--- src/rtl/baud_pkg.sv ---
package baud_pkg;
  localparam int unsigned CFG_W_D     = 32;
  localparam int unsigned SCALE_W_D   = 8;
  localparam int unsigned STEP_W_D    = 16;
  localparam int unsigned ACC_W_D     = 17;
  localparam int unsigned SCALE_LSB_D = 16;
endpackage

--- src/rtl/baud_cfg_reg.sv ---
module baud_cfg_reg #(
  parameter int unsigned CFG_W     = baud_pkg::CFG_W_D,
  parameter int unsigned SCALE_W   = baud_pkg::SCALE_W_D,
  parameter int unsigned STEP_W    = baud_pkg::STEP_W_D,
  parameter int unsigned SCALE_LSB = baud_pkg::SCALE_LSB_D
) (
  input  logic               clk,
  input  logic               rst,
  input  logic               we,
  input  logic [CFG_W-1:0]   wdata,
  output logic [SCALE_W-1:0] scale_q,
  output logic [STEP_W-1:0]  step_q
);
  localparam int unsigned SCALE_MSB = SCALE_LSB + SCALE_W - 1;

  logic unused_hi;
  assign unused_hi = ^wdata;

  always_ff @(posedge clk) begin
    if (rst) begin
      scale_q <= '0;
      step_q  <= '0;
    end else if (we) begin
      scale_q <= wdata[SCALE_MSB:SCALE_LSB];
      step_q  <= wdata[STEP_W-1:0];
    end
  end
endmodule

--- src/rtl/baud_prescaler.sv ---
module baud_prescaler #(
  parameter int unsigned SCALE_W = baud_pkg::SCALE_W_D
) (
  input  logic               clk,
  input  logic               rst,
  input  logic               clear,
  input  logic               run,
  input  logic [SCALE_W-1:0] scale,
  output logic               adv
);
  logic [SCALE_W-1:0] cnt;

  assign adv = run && (cnt == scale);

  always_ff @(posedge clk) begin
    if (rst || clear)   cnt <= '0;
    else if (adv)       cnt <= '0;
    else if (run)       cnt <= cnt + 1'b1;
  end

  // the count never passes the reload value
  p_cnt_bound_r4: assert property (@(posedge clk) disable iff (rst)
    cnt <= scale);
  // a clear leaves the prescaler at zero
  p_clear_hold_r8: assert property (@(posedge clk) disable iff (rst)
    clear |=> (cnt == '0));
endmodule

--- src/rtl/baud_phase_acc.sv ---
module baud_phase_acc #(
  parameter int unsigned STEP_W = baud_pkg::STEP_W_D,
  parameter int unsigned ACC_W  = baud_pkg::ACC_W_D
) (
  input  logic              clk,
  input  logic              rst,
  input  logic              clear,
  input  logic              adv,
  input  logic [STEP_W-1:0] step,
  output logic              tick
);
  localparam int unsigned PAD_W = ACC_W + 1 - STEP_W;

  logic [ACC_W-1:0] acc;
  logic [ACC_W:0]   sum;

  assign sum = {1'b0, acc} + {{PAD_W{1'b0}}, step};

  always_ff @(posedge clk) begin
    if (rst || clear) begin
      acc  <= '0;
      tick <= 1'b0;
    end else if (adv) begin
      acc  <= sum[ACC_W-1:0];
      tick <= sum[ACC_W];
    end else begin
      tick <= 1'b0;
    end
  end

  // the tick never lasts two cycles
  p_single_tick_r5: assert property (@(posedge clk) disable iff (rst)
    tick |=> !tick);
  // zero step never carries
  p_zero_step_r7: assert property (@(posedge clk) disable iff (rst)
    (step == '0) |=> !tick);
  // a clear empties the accumulator and drops the tick
  p_clear_acc_r6: assert property (@(posedge clk) disable iff (rst)
    clear |=> (acc == '0 && !tick));
endmodule

--- src/rtl/frac_baud_gen.sv ---
module frac_baud_gen #(
  parameter int unsigned CFG_W     = baud_pkg::CFG_W_D,
  parameter int unsigned SCALE_W   = baud_pkg::SCALE_W_D,
  parameter int unsigned STEP_W    = baud_pkg::STEP_W_D,
  parameter int unsigned ACC_W     = baud_pkg::ACC_W_D,
  parameter int unsigned SCALE_LSB = baud_pkg::SCALE_LSB_D
) (
  input  logic             clk,
  input  logic             rst,
  input  logic             enable,
  input  logic             cfg_we,
  input  logic [CFG_W-1:0] cfg_wdata,
  output logic             baud_tick
);
  logic [SCALE_W-1:0] scale_q;
  logic [STEP_W-1:0]  step_q;
  logic               clear, run, adv;

  assign clear = cfg_we || !enable;
  assign run   = enable && !cfg_we;

  baud_cfg_reg #(.CFG_W(CFG_W), .SCALE_W(SCALE_W), .STEP_W(STEP_W),
                 .SCALE_LSB(SCALE_LSB)) u_cfg (
    .clk(clk), .rst(rst), .we(cfg_we), .wdata(cfg_wdata),
    .scale_q(scale_q), .step_q(step_q));

  baud_prescaler #(.SCALE_W(SCALE_W)) u_pre (
    .clk(clk), .rst(rst), .clear(clear), .run(run),
    .scale(scale_q), .adv(adv));

  baud_phase_acc #(.STEP_W(STEP_W), .ACC_W(ACC_W)) u_acc (
    .clk(clk), .rst(rst), .clear(clear), .adv(adv),
    .step(step_q), .tick(baud_tick));

  // a disabled cycle is followed by a quiet output
  p_idle_r8: assert property (@(posedge clk) disable iff (rst)
    !enable |=> !baud_tick);
  // reset leaves the output low
  p_reset_r9: assert property (@(posedge clk)
    rst |=> !baud_tick);
endmodule

--- config.mk ---
export PLATFORM = sky130hd
export DESIGN_NAME = frac_baud_gen
export DESIGN_NICKNAME = d
export VERILOG_FILES = /design/src/rtl/baud_pkg.sv /design/src/rtl/baud_cfg_reg.sv /design/src/rtl/baud_prescaler.sv /design/src/rtl/baud_phase_acc.sv /design/src/rtl/frac_baud_gen.sv
export SDC_FILE = /design/constraint.sdc
export NUM_CORES = 1
export LEC_CHECK = 0
export BUFFER_PORTS_ARGS = -buffer_cell sky130_fd_sc_hd__buf_4
export CELL_PAD_IN_SITES_DETAIL_PLACEMENT = 0
export CELL_PAD_IN_SITES_GLOBAL_PLACEMENT = 1
export CORE_ASPECT_RATIO = 1.25
export CORE_MARGIN = 2
export CORE_UTILIZATION = 46
export CTS_CLUSTER_DIAMETER = 50
export CTS_CLUSTER_SIZE = 20
export DETAILED_ROUTE_END_ITERATION = 8
export PLACE_DENSITY = 0.94
export SLEW_MARGIN = 10
export SYNTH_ARGS = -nofsm -noshare
export SYNTH_HDL_FRONTEND = slang
export SYNTH_SLANG_ARGS = --single-unit
export TNS_END_PERCENT = 10
--- constraint.sdc ---
create_clock -name clk -period 6.4 [get_ports clk]
set_clock_uncertainty 0.1 [all_clocks]
set_input_delay 1.28 -clock clk [delete_from_list [all_inputs] [get_ports clk]]
set_output_delay 1.28 -clock clk [all_outputs]
set_load 0.02 [all_outputs]
==> results of run 1 <==
cell type report:
type / count / area share, %
Clock buffer: 5 / 2.287
Clock inverter: 3 / 1.580
Inverter: 6 / 0.7484
Multi-Input combinational cell: 235 / 52.22
Sequential cell: 50 / 33.26
Tap cell: 64 / 2.661
Timing Repair Buffer: 29 / 7.235
through the flow:
stage                     cell area [um2]  hold WS (ps)  power (mW)  instances  setup slack, ps
after floorplan                      2646         329.1      0.3743        303             3811
after global placement               2893         340.2      0.3943        384             3360
after detailed placement             2893         346.7      0.3956        384             3352
after CTS                            3009         363.3      0.6235        392             3674
after global routing                 3009         375.3      0.6477        392             3537
final                                3009         364.8      0.6166        392             3678
power by group through the flow:
| stage | clock (mW) | sequential [mW] | combinational [mW] |
|---|---|---|---|
| after floorplan | 0 | 0.332 | 0.0422 |
| after global routing | 0.250 | 0.328 | 0.0695 |
| final | 0.229 | 0.326 | 0.0615 |
| after global placement | 0 | 0.334 | 0.0606 |
| after CTS | 0.235 | 0.327 | 0.0620 |
| after detailed placement | 0 | 0.334 | 0.0618 |
cells in the mapped netlist, types with 5 or more instances:
library cell  instances
a21oi_1              17
and3_1                8
buf_2                 5
clkbuf_1              7
dfxtp_1              50
ha_1                 17
inv_1                 6
mux2i_1              25
nand2_1              25
nand3_1               5
nor2_1               50
nor3_1                5
o21ai_0              12
xnor2_1               9
xor2_1               14
logic make-up (layout without fill, tap and decap cells):
| group | count (synthesis) | after routing |
|---|---|---|
| mux | 25 | 25 |
| buf+inv | 18 | 43 |
| simple gates | 110 | 110 |
| xor+xnor | 23 | 23 |
| compound gates | 59 | 59 |
| fa+ha+maj | 18 | 18 |
| flops | 50 | 50 |
worst max-delay path, stage by stage:
cell and delay (ps):
buf_4 250, and2b_1 320, nor2b_1 520, nand2_1 90, or3_1 320, nand3_1 80
how the worst max path moves through the flow:
stage | startpoint | to | slack [ps] | cells after the start
floorplan | cfg_we | u_acc.acc[10]$_SDFFE_PP0P_ | 3810 | 7
finish | cfg_we | u_acc.acc[10]$_SDFFE_PP0P_ | 3680 | 6
CTS | cfg_we | u_acc.acc[16]$_SDFFE_PP0P_ | 3670 | 5
global placement | cfg_we | u_acc.acc[16]$_SDFFE_PP0P_ | 3360 | 5
global route | cfg_we | u_acc.acc[10]$_SDFFE_PP0P_ | 3540 | 6
detailed placement | cfg_we | u_acc.acc[16]$_SDFFE_PP0P_ | 3350 | 5
metal layers:
layer / part of all wire (%) / global-route usage, %
met5: 0 / 0
met1: 46 / 22.83
met4: 1.4 / 5.660
met2: 50 / 31.57
met3: 3.0 / 3.075
cell usage in the layout, fill, tap and decap left out, types with 2 or more instances in the layout:
cell type,n
a211oi_1,4
a21o_1,4
a21oi_1,17
a311oi_1,2
and3_1,8
and4_1,2
buf_4,29
clkbuf_8,5
dfxtp_1,50
ha_1,17
inv_1,6
mux2i_1,25
nand2_1,25
nand2b_1,2
nand3_1,5
nand4_1,2
nor2_1,50
nor2b_1,2
nor3_1,5
o211ai_1,4
o21a_1,3
o21ai_0,12
o21ai_1,2
o31a_1,2
o31ai_1,2
or3_1,2
xnor2_1,9
xor2_1,14
state kept, by name, summed over array words and instances, names as in the netlist:
register and flops:
u_cfg.scale_q 8, u_pre.cnt 8, u_acc.tick 1, u_cfg.step_q 16, u_acc.acc 17
==> run metrics, run 1 <==
status=finished, final reports clean; antenna viol nets, final=0; Setup-failing EPs final=0; vias per cell=5.441; largest family of logic cells by synthesized area=simple AND/OR/NAND/NOR gates; FF-to-FF End=u_acc.acc[16]$_SDFFE_PP0P_; Clk network pwr share=37.1%; grt total ovfl=0; post-CTS sizing=0; Worst EP arrival=2870 ps; die area=6379 um2; crit end category=flip-flop; max_slew headroom=60.18%; First-pass DRT Iterations=4; IO buf count=28; Syn Area/Cell=8.734 um2; register area=1001 um2; die width=71.84 um; Mapped Nets=357; Vias=2,133; I/O pin cnt=37; die height=88.80 um; Post-Synth Adder-Cell Area=8.794%; htree depth=2; TritonCTS clock tree=yes; global-route wire length before repair=9204 um; Routed WL per cell=13.05 um; Post-CTS Hold Buffers=0; worst setup path category=in2reg; register area share after synthesis=37.83%; share of layout cells above drive strength 1=12.20%; switching part of the total=23.86%; required time worst endpoint=6550 ps; DP HPWL=3723 um; Most used DFF post-synth=dfxtp_1; site row count=30; filler instances=516; Post-synth EDFFs=0; Area contributors post-synth=dfxtp_1, mux2i_1, ha_1; Compound-Gate Fraction of Synth Area=14.18%; simple-gate share of the synthesized area=19.34%; core area=5480 um2; Post-Syn Area=2646 um2; Post-synth ARST share=0%; xor/xnor share of the synthesized area=7.612%; Multi-input gate area=1572 um2; Num CTS Buffers=5; clk_lat worst skew=310 ps; warnings from Yosys=0; Hold Path Depth=2; worst min path class=reg2reg; DRC Markers=0; reg-to-reg setup timing slack=3960 ps; Max-Cap Viols=0; Reg2Reg Depth=9; unrepaired setup endpoints after global routing=no; number of global-route vias before repair=2,055; Root Driver=clkbuf_8; crit path max fanout=25; nets=381; Peak VDD IR=125.7 uV; WL final=5115 um; number of hold violations in the final report=0; Starting Density=48.29%; switching power of the nets=0.1471 mW; critical path startpoint category=input port; Power Dens Cells=204.9 nW/um2; gr usage total=18.11%; Min-Delay Endpoint=u_acc.acc[6]$_SDFFE_PP0P_; share of the synthesized area in the top cell type=37.83%; Gate power share=10.0%; initial antenna violation count=0; pin count of the biggest net entering global routing=30; Internal Power=0.4695 mW; initial DRC count=154; Flop pwr share=52.9%; Netlist cell types=43; Synth Instances=303; count of final max-slew check failures=0; worst hold path startpoint=u_acc.acc[6]$_SDFFE_PP0P_; setup bufs post-CTS=0; mux contribution to synthesized area=9.456%; Final Cycle Share=42.53%; Clock Tree Buf Depth=2; achievable clock frequency=367.4 MHz; routability congestion estimate=0.8820; largest area contributor in the synthesized netlist=dfxtp_1; CTS sink cnt=50; setup TNS=0 ps; Final min period=2722 ps; Worst-path clk slew=90 ps; Yosys reg bits=50; leakage power total=1.375 nW; Antenna diodes=0; worst r2r src=u_acc.acc[0]$_SDFFE_PP0P_; P&R area growth vs syn=13.71%; post-layout util=54.91%; Tightest Pin Transition=596.1 ps
(Power assumes the default switching activity.)
==> run 2, diff against run 1 <==
- ABC_AREA: unset -> 1
- CORE_UTILIZATION: 46 -> 37
- PLACE_DENSITY: 0.94 -> 0.86
- clock period: 6.4 -> 2.5 ns (I/O delays scaled with it)
==> run 2 against run 1 <==
  * Clock power up 110%
  * Area after synthesis grew 11%
  * Sequential share of layout area fell by 3.1 points
  * Power is 140% higher
  * Via count is 27% higher
  * Non-clock buffer count grew 1
  * Design area grew 10%
  * Worst setup slack worse by 3200 ps
  * Wire length increased by 32%
  * Sequential power grew to 2.6 times the previous value
  * Final cell count is 44% higher
  * Global-route usage decreased by 1.8 points
  * Critical endpoint is now u_acc.acc[12]$_SDFFE_PP0P_
  * Largest cell class unchanged
==> run metrics, run 2 <==
Worst EP arrival=2100 ps; achievable clock frequency=501.3 MHz; largest registers=u_acc.acc (17), u_cfg.step_q (16); die area=8684 um2; TritonCTS clock tree=yes; Post-synth ARST share=0%; clk_lat worst skew=310 ps; pre-CTS WS=418.2 ps; Clk network pwr share=32.0%; crit end category=flip-flop; switching power of the nets=0.3957 mW; Netlist cell types=34; setup TNS=0 ps; antenna viol nets, final=0; largest area contributor in the synthesized netlist=dfxtp_1; Largest Register=u_acc.acc; setup bufs post-CTS=0; Gate power share=11.7%; count of final max-slew check failures=0; nets=522; global-route wire length before repair=11,820 um; Peak VDD IR=232.1 uV; P&R area growth vs syn=12.76%; FF-to-FF End=u_acc.acc[12]$_SDFFE_PP0P_; Synth Instances=441; unrepaired setup endpoints after global routing=no; Syn Area/Cell=6.670 um2; number of global-route vias before repair=2,694; Num CTS Buffers=5; crit path max fanout=3; gr usage total=16.26%; First-pass DRT Iterations=4; share of layout cells above drive strength 1=11.11%; status=finished, final reports clean; site row count=36; Root Driver=clkbuf_8; Mapped Nets=495; Setup-failing EPs final=0; Power Dens Cells=446.7 nW/um2; grt total ovfl=0; number of hold violations in the final report=0; die width=83.75 um; worst hold path startpoint=cfg_wdata[22]; Final Cycle Share=79.79%; IO buf count=28; post-CTS sizing=0; Worst-path clk slew=100 ps; worst r2r src=u_cfg.step_q[0]$_SDFFE_PP0P_; initial antenna violation count=0; Final min period=1995 ps; Post-synth EDFFs=0; Max-Cap Viols=0; worst min path class=in2reg; leakage power total=1.591 nW; htree depth=2; Vias=2,704; initial DRC count=86; DP HPWL=4993 um; final worst setup slack=505.2 ps; most frequent cell after synthesis=nand2_1; die height=103.7 um; routability congestion estimate=0.8855; Most used DFF post-synth=dfxtp_1; Reg2Reg Depth=13; core area=7747 um2; Post-Syn Area=2942 um2; vias per cell=4.803; share of the synthesized area in the top cell type=34.03%; DRC Markers=0; max_slew headroom=67.07%; Internal Power=1.086 mW; Flop pwr share=56.3%; Antenna diodes=0; pin count of the biggest net entering global routing=32; Hold Path Depth=3; Routed WL per cell=12.03 um; CTS sink cnt=50; switching part of the total=26.71%; Post-CTS Hold Buffers=0; Starting Density=37.97%; hold slack=340.0 ps; Clock Tree Buf Depth=2; Tightest Pin Transition=488.8 ps; I/O pin cnt=37; warnings from Yosys=0; total power=1.482 mW; required time worst endpoint=2600 ps; Post-synth top cells=nand2_1, dfxtp_1, inv_1; Yosys reg bits=50; critical path startpoint category=flip-flop; Area contributors post-synth=dfxtp_1, nand2_1, ha_1; commonest non-fill, non-tap cell in the layout=nand2_1; reg-to-reg setup timing slack=510 ps; worst setup path category=reg2reg; max reg flops=17; most frequent cells in the layout=nand2_1, dfxtp_1, inv_1; Min-Delay Endpoint=u_cfg.scale_q[6]$_SDFFE_PP0P_; post-layout util=42.81%; WL final=6774 um; register area share after synthesis=34.03%
## run 2: changes by cell type in the layout (fill, tap and decap cells not counted), sizes merged, moves of 4 or more
cell / delta
nand2: +128
inv: +43
nand3: +30
mux2i: -25
a21oi: +14
xor2: -11
nor2: -9
and3: -8
nand3b: +6
a21o: -4
o211ai: -4
## run 2: worst max-delay path by stage
stage,end,depth (start not counted),slack (ps),startpoint
after floorplan,u_acc.acc[14]$_SDFFE_PP0P_,13,770,u_cfg.step_q[0]$_SDFFE_PP0P_
final,u_acc.acc[12]$_SDFFE_PP0P_,13,510,u_cfg.step_q[0]$_SDFFE_PP0P_
after global routing,u_acc.acc[16]$_SDFFE_PP0P_,12,330,u_cfg.step_q[0]$_SDFFE_PP0P_
after detailed placement,u_pre.cnt[7]$_SDFFE_PP0P_,9,420,cfg_we
after CTS,u_acc.acc[12]$_SDFFE_PP0P_,13,510,u_cfg.step_q[0]$_SDFFE_PP0P_
after global placement,u_acc.acc[1]$_SDFFE_PP0P_,9,450,cfg_we
## run 2: layout make-up
type | instances | area (um2)
inverter | 50 | 190.2
clock buffer | 5 | 68.82
timing repair buffer | 30 | 225.2
sequential | 50 | 1001
clock inverter | 2 | 15.01
tap | 95 | 118.9
fill | 825 | 4431
multi-input combinational | 331 | 1698
## run 2: logic make-up after synthesis
logic type                 after synthesis  share of synthesized area, %
AOI/OAI and AO/OA                       55                         10.08
xor gates and xnor gates                 9                         2.680
and+or+nand+nor                        249                         37.05
DFF                                     50                         34.03
buffers and inverters                   60                         8.252
adders and majority gates               18                         7.911
## run 2: metrics by stage
| step | cell area [um2] | cells |
|---|---|---|
| 3_3_place_gp | 3233 | 556 |
| 2_1_floorplan | 2942 | 441 |
| 5_1_grt | 3317 | 563 |
| 6_report | 3317 | 563 |
| 3_5_place_dp | 3233 | 556 |
| 4_1_cts | 3317 | 563 |
## run 2: per-layer routing
layer / track usage, % / share of wire (%) / vias up / wire [um]
met2: 30.86 / 49 / 41 / 3310
met5: 0 / 0 / - / 0
met4: 4.263 / 1.5 / 0 / 99
met3: 2.550 / 3.9 / 12 / 265
li1: - / - / 1462 / -
met1: 18.60 / 46 / 1189 / 3098
## run 2: worst max-delay path, cell delays in order, from the launching register on
cell	delay (ps)
dfxtp_1	360
ha_1	170
inv_1	60
fa_1	390
inv_1	70
nand2_1	40
nand2_1	100
nand3_1	80
nand2_1	170
nand2_1	100
nand2_1	70
nand2_1	50
nand3_1	80
nand2_1	50
## run 2: power groups by stage
stage / sequential [mW] / clock (mW) / combinational (mW)
after floorplan: 0.849 / 0 / 0.117
after global placement: 0.853 / 0 / 0.172
after detailed placement: 0.853 / 0 / 0.174
after CTS: 0.835 / 0.493 / 0.175
after global routing: 0.837 / 0.510 / 0.196
final: 0.834 / 0.474 / 0.173
